[src/rtl/gpio_mb_pkg.sv]
package gpio_mb_pkg;

    localparam int unsigned REG_W      = 8;
    localparam int unsigned TOP_NIBBLE = 15;

    typedef enum logic [1:0] {
        REG_DIR  = 2'd0,
        REG_DOUT = 2'd1,
        REG_STAT = 2'd2,
        REG_MODE = 2'd3
    } reg_sel_e;

    function automatic logic [REG_W-1:0] width_mask(input int unsigned w);
        logic [15:0] ones;
        ones = (16'd1 << w) - 16'd1;
        return ones[REG_W-1:0];
    endfunction

endpackage

[src/rtl/gpio_mb_sync.sv]
module gpio_mb_sync #(
    parameter int unsigned W = 8
) (
    input  logic         clk,
    input  logic         rst_n,
    input  logic [W-1:0] d,
    output logic [W-1:0] q
);

    logic [W-1:0] meta_q;

    always_ff @(posedge clk or negedge rst_n) begin
        if (!rst_n) begin
            meta_q <= '0;
            q      <= '0;
        end else begin
            meta_q <= d;
            q      <= meta_q;
        end
    end

    logic [1:0] age_q;
    always_ff @(posedge clk or negedge rst_n) begin
        if (!rst_n)             age_q <= 2'd0;
        else if (age_q != 2'd3) age_q <= age_q + 2'd1;
    end

    p_two_stage_r8: assert property (@(posedge clk) disable iff (!rst_n)
        (age_q == 2'd3) |-> (q == $past(d, 2)))
        else $error("status not two stages behind pad");

endmodule

[src/rtl/gpio_mb_bank.sv]
module gpio_mb_bank
    import gpio_mb_pkg::*;
#(
    parameter int unsigned PINS = 8
) (
    input  logic             clk,
    input  logic             rst_n,
    input  logic             hit,
    input  reg_sel_e         off,
    input  logic             wr,
    input  logic [REG_W-1:0] wdata,
    output logic [REG_W-1:0] rdata,
    input  logic [REG_W-1:0] pad_in,
    output logic [REG_W-1:0] pad_oe,
    output logic [REG_W-1:0] pad_out
);

    localparam logic [REG_W-1:0] MASK = width_mask(PINS);

    logic [REG_W-1:0] dir_q, dout_q, mode_q, stat_q;

    always_ff @(posedge clk or negedge rst_n) begin
        if (!rst_n) begin
            dir_q  <= '0;
            dout_q <= '0;
            mode_q <= '0;
        end else if (hit && wr) begin
            unique case (off)
                REG_DIR:  dir_q  <= wdata & MASK;
                REG_DOUT: dout_q <= wdata & MASK;
                REG_STAT: ;
                REG_MODE: mode_q <= wdata & MASK;
            endcase
        end
    end

    gpio_mb_sync #(.W(REG_W)) u_sync (
        .clk   (clk),
        .rst_n (rst_n),
        .d     (pad_in & MASK),
        .q     (stat_q)
    );

    always_comb begin
        unique case (off)
            REG_DIR:  rdata = dir_q;
            REG_DOUT: rdata = dout_q;
            REG_STAT: rdata = stat_q;
            REG_MODE: rdata = mode_q;
        endcase
    end

    // push-pull: enable follows direction; open-drain: enable only to pull low
    assign pad_oe  = dir_q & (mode_q | ~dout_q);
    assign pad_out = dout_q & mode_q;

    p_write_lands_r9: assert property (@(posedge clk) disable iff (!rst_n)
        (hit && wr && off == REG_DIR) |=> (dir_q == $past(wdata & MASK)))
        else $error("direction write did not land");

    p_stat_readonly_r8: assert property (@(posedge clk) disable iff (!rst_n)
        (hit && wr && off == REG_STAT) |=>
            ($stable(dir_q) && $stable(dout_q) && $stable(mode_q)))
        else $error("status write disturbed a register");

    p_od_never_high_r4: assert property (@(posedge clk) disable iff (!rst_n)
        ((pad_oe & pad_out & ~mode_q) == '0))
        else $error("open-drain pin drove high");

    p_input_no_drive_r3: assert property (@(posedge clk) disable iff (!rst_n)
        ((pad_oe & ~dir_q) == '0))
        else $error("input pin driving");

    p_unimpl_quiet_r7: assert property (@(posedge clk) disable iff (!rst_n)
        (((pad_oe | pad_out | rdata) & ~MASK) == '0))
        else $error("unimplemented bit active");

endmodule

[src/rtl/gpio_multibank.sv]
module gpio_multibank
    import gpio_mb_pkg::*;
#(
    parameter int unsigned               NUM_BANKS   = 3,
    parameter logic [NUM_BANKS*4-1:0]    BANK_WIDTHS = {4'd5, 4'd8, 4'd6}
) (
    input  logic                       clk,
    input  logic                       rst_n,
    input  logic [7:0]                 reg_addr,
    input  logic [REG_W-1:0]           reg_wdata,
    input  logic                       reg_wr,
    output logic [REG_W-1:0]           reg_rdata,
    input  logic [NUM_BANKS*REG_W-1:0] pad_in,
    output logic [NUM_BANKS*REG_W-1:0] pad_oe,
    output logic [NUM_BANKS*REG_W-1:0] pad_out
);

    reg_sel_e               off;
    logic [NUM_BANKS-1:0]   bank_hit;
    logic [REG_W-1:0]       bank_rd [NUM_BANKS];

    assign off = reg_sel_e'(reg_addr[1:0]);

    for (genvar b = 0; b < NUM_BANKS; b++) begin : g_bank
        localparam logic [3:0] HI = 4'(TOP_NIBBLE - b);

        assign bank_hit[b] = (reg_addr[7:4] == HI) && (reg_addr[3:2] == 2'b00);

        gpio_mb_bank #(.PINS(BANK_WIDTHS[b*4 +: 4])) u_bank (
            .clk     (clk),
            .rst_n   (rst_n),
            .hit     (bank_hit[b]),
            .off     (off),
            .wr      (reg_wr),
            .wdata   (reg_wdata),
            .rdata   (bank_rd[b]),
            .pad_in  (pad_in [b*REG_W +: REG_W]),
            .pad_oe  (pad_oe [b*REG_W +: REG_W]),
            .pad_out (pad_out[b*REG_W +: REG_W])
        );
    end

    always_comb begin
        reg_rdata = '0;
        for (int b = 0; b < NUM_BANKS; b++) begin
            if (bank_hit[b]) reg_rdata = reg_rdata | bank_rd[b];
        end
    end

    p_miss_reads_zero_r2: assert property (@(posedge clk) disable iff (!rst_n)
        (bank_hit == '0) |-> (reg_rdata == '0))
        else $error("unmapped address returned data");

    p_single_bank_r2: assert property (@(posedge clk) disable iff (!rst_n)
        $onehot0(bank_hit))
        else $error("two banks decoded");

endmodule

[config.mk]
export PLATFORM = sky130hd
export DESIGN_NAME = gpio_multibank
export DESIGN_NICKNAME = d
export VERILOG_FILES = /design/src/rtl/gpio_mb_pkg.sv /design/src/rtl/gpio_mb_sync.sv /design/src/rtl/gpio_mb_bank.sv /design/src/rtl/gpio_multibank.sv
export SDC_FILE = /design/constraint.sdc
export NUM_CORES = 1
export LEC_CHECK = 0
export CORE_UTILIZATION = 30
export CTS_BUF_LIST = sky130_fd_sc_hd__clkbuf_4 sky130_fd_sc_hd__clkbuf_8
export DETAILED_ROUTE_END_ITERATION = 6
export PLACE_DENSITY = 0.55
export SETUP_SLACK_MARGIN = 0.1
export SYNTH_ARGS = -nofsm -noshare
export SYNTH_HDL_FRONTEND = slang
export SYNTH_HIERARCHICAL = 1
export SYNTH_SLANG_ARGS = --single-unit
[constraint.sdc]
create_clock -name clk -period 1.3 [get_ports clk]
set_input_delay 0.13 -clock clk [delete_from_list [all_inputs] [get_ports clk]]
set_output_delay 0.13 -clock clk [all_outputs]
set_load 0.02 [all_outputs]
==> impl_metrics.csv <==
group,metric,value,unit
synthesis,ys_seq_area_share,54.03,%
critical_path,critical-path-slowest-cell,"mux4_2",
sta,finalSetupTns,-5.965,ns
sta,drv_slew,0,
critical_path,rr_endpoint,"g_bank[1].u_bank/dout_q[7]$_DFFE_PN0P_",
placement,portBuffers,83,
drt,vias_per_cell,4.446,
cts,cts_tree,"done",
grt,grt_overflow,0,
critical_path,cp-start-kind,"register",
synthesis,synth_seq_cells,105,
cts,htreeDepth,3,
drt,drcViolationCount,0,
critical_path,critPathKind,"reg -> out",
drt,detail_route.first_pass.iterations,4,
cts,clk_path_buf_depth,2,
sta,fmax,525.2,MHz
final_layout,fin_area,0.007371,mm2
cts,cts_buffers,9,
synthesis,synth_cell_type_count,27,
final_layout,nNetsFinal,534,
synthesis,synth_ff_type,"dfrtp_1",
critical_path,path_depth,4,
floorplan,rows,46,
placement,place.gp.congestion,0.7662,
synthesis,async_flop_share,100.0,%
pwr,ir_drop,536.2,uV
critical_path,crit_chain,"mux4_2 > mux2i_4 > a211oi_2 > buf_4",
drt,wirelength_met1,5277,um
final_layout,final_cell_mix,"dfrtp_1 (105), buf_6 (92), buf_4 (41)",
placement,dpl_cell_area,0.006550,mm2
final_layout,syn_to_final_growth,51.56,%
floorplan,die_h,129.3,um
floorplan,dieArea,0.01673,mm2
critical_path,cp_top_family,"multiplexers",
sta,min_period,1.904,ns
critical_path,path_buf_inv,1,
sta,fin_crit_sh,146.5,%
synthesis,syn_avg_cell_area,15.79,um2
final_layout,final_common_cell,"dfrtp_1",
cts,insertion_delay,0.38,ns
floorplan,initial_core_util,30.73,%
sta,postLayoutSetupSlackWorst,-0.6039,ns
final_layout,nFillCells,1391,
drt,wl_met2,6263,um
outcome,outcome,"finished, violations left",
grt,antenna_found_initial,0,
grt,grt_max_degree,40,
outcome,violations,"negative setup slack",
sta,setup_viol,40,
drt,wl,12250,um
flow_run,cap_viol_max_count,0,
final_layout,drive_gt1_share,65.45,%
sta,rsz0062_at_grt,"yes",
drt,vias,3161,
critical_path,reg2reg_from,"g_bank[1].u_bank/dout_q[7]$_DFFE_PN0P_",
sta,hold_viol,0,
critical_path,cp-end-kind,"output port",
drt,top_layer,"met4",
synthesis,synth_edf_count,0,
final_layout,num_antenna_cells,0,
cts,root_buffer,"clkbuf_8",
critical_path,cp_max_fo,2,
sta,skew,0.0004459,ns
critical_path,cp.arrival,1.77,ns
drt,wl_per_cell,17.23,um
critical_path,slowest_delay,0.49,ns
critical_path,startpoint,"g_bank[1].u_bank/dout_q[7]$_DFFE_PN0P_",
critical_path,crit_required,1.17,ns
cts,cts_sinks,105,
pwr,p_leak,0.003436,uW
placement,place_ws,-0.9686,ns
grt,grt_pass1_vias,3475,
placement,dp_hpwl,8577,um
synthesis,postSynthCellCount,308,
synthesis,ys_warn_count,6,
cts,clk_pin_slew,0.10,ns
critical_path,r2r_slack,0.27,ns
critical_path,r2r_cells,3,
drt,drtAntennaViolNets,0,
grt,gr-usage-all-layers,15.85,%
drt,first_iter_violations,98,
floorplan,ios,99,
synthesis,syn_area,0.004863,mm2
grt,grt_pass1_wl,19160,um
drt,wl_met3,578,um
pwr,p_per_area,936.7,mW/mm2
floorplan,die_w,129.3,um
worst_hold_path,hold_path.class,"in -> reg",
floorplan,core_area,0.01583,mm2
critical_path,crit_path_end,"reg_rdata[7]",
-- sequential cells by signal (all words and copies together) (netlist names) --
register                     count
g_bank.u_bank/mode_q            19
g_bank.u_bank/u_sync/meta_q     24
g_bank.u_bank/u_sync/q          24
g_bank.u_bank/dout_q            19
g_bank.u_bank/dir_q             19
-- power by group --
| part | switching [uW] | leakage (uW) | internal (uW) |
|---|---|---|---|
| sequential | 83.4 | 0.00135 | 3420 |
| clock | 1130 | 0.000110 | 1100 |
| combinational | 502 | 0.00198 | 666 |
| total | 1720 | 0.00344 | 5190 |
-- how the worst min path moves through the flow --
stage | startpoint | to | slack (ns) | depth (start not counted)
after global placement | rst_n | g_bank[2].u_bank/u_sync/meta_q[0]$_DFF_PN0_ | 0.07 | 1
final | pad_in[8] | g_bank[1].u_bank/u_sync/meta_q[0]$_DFF_PN0_ | 0.17 | 1
after CTS | pad_in[11] | g_bank[1].u_bank/u_sync/meta_q[3]$_DFF_PN0_ | 0.15 | 1
after floorplan | rst_n | g_bank[0].u_bank/dir_q[0]$_DFFE_PN0P_ | -0.17 | 0
after global routing | pad_in[1] | g_bank[0].u_bank/u_sync/meta_q[1]$_DFF_PN0_ | 0.14 | 1
after detailed placement | rst_n | g_bank[2].u_bank/u_sync/q[0]$_DFF_PN0_ | 0.07 | 1
-- timing repair --
action	4_1_cts	5_1_grt
endpoints found under the setup margin	103	86
gates cloned	2	0
pin swaps	27	23
hold buffers	1	0
resized for setup	401	61
setup buffers	9	19
hold endpoints to repair	88	0
-- per-stage QoR --
stage / instances / hold slack (ns) / total power (uW) / utilization [%]
global route: 711 / 0.1408 / 7211 / 46.57
global placement: 682 / 0.07145 / 4533 / 41.38
finish: 711 / 0.1690 / 6904 / 46.57
detailed placement: 682 / 0.06816 / 4551 / 41.38
floorplan: 321 / -0.1656 / 4010 / -
CTS: 704 / 0.1503 / 6916 / 45.04
-- Yosys cell counts (3+ instances only) --
cell	count	share of area, %
a211oi_2	8	2.1
a21boi_0	19	2.9
a21oi_2	8	1.4
and2_1	22	2.8
buf_4	10	1.5
buf_6	11	2.5
dfrtp_1	105	54
inv_1	19	1.5
mux2_2	38	8.8
mux2_4	19	5.9
mux2i_1	8	1.6
mux4_2	17	7.9
nand4b_4	3	1.5
-- routing by layer --
layer  GRT usage, %  vias to the layer above
li1               -                     1444
met1          19.90                     1639
met2          26.60                       66
met3          4.666                       12
met4          4.291                        0
met5              0                        -
-- cell families (layout without fill, tap and decap cells) --
kind of cell    after synthesis  count (layout)  synth area share, %
simple gates                 38              38                7.718
flops                       105             105                54.03
buf+inv                      44             218                6.406
mux                          84              84                25.26
other cells                   2              15               0.1544
compound gates               35              35                6.432
-- final cells by class --
cell class / count / area [um2] / share of cell area [%]
Sequential cell: 105 / 2628 / 35.65
Multi-Input combinational cell: 172 / 2230 / 30.25
Timing Repair Buffer: 182 / 1949 / 26.45
Tap cell: 216 / 270.3 / 3.667
Clock buffer: 10 / 131.4 / 1.782
Inverter: 21 / 83.83 / 1.137
Clock inverter: 5 / 78.83 / 1.069
Note: power is estimated with default switching activity, not from simulation.
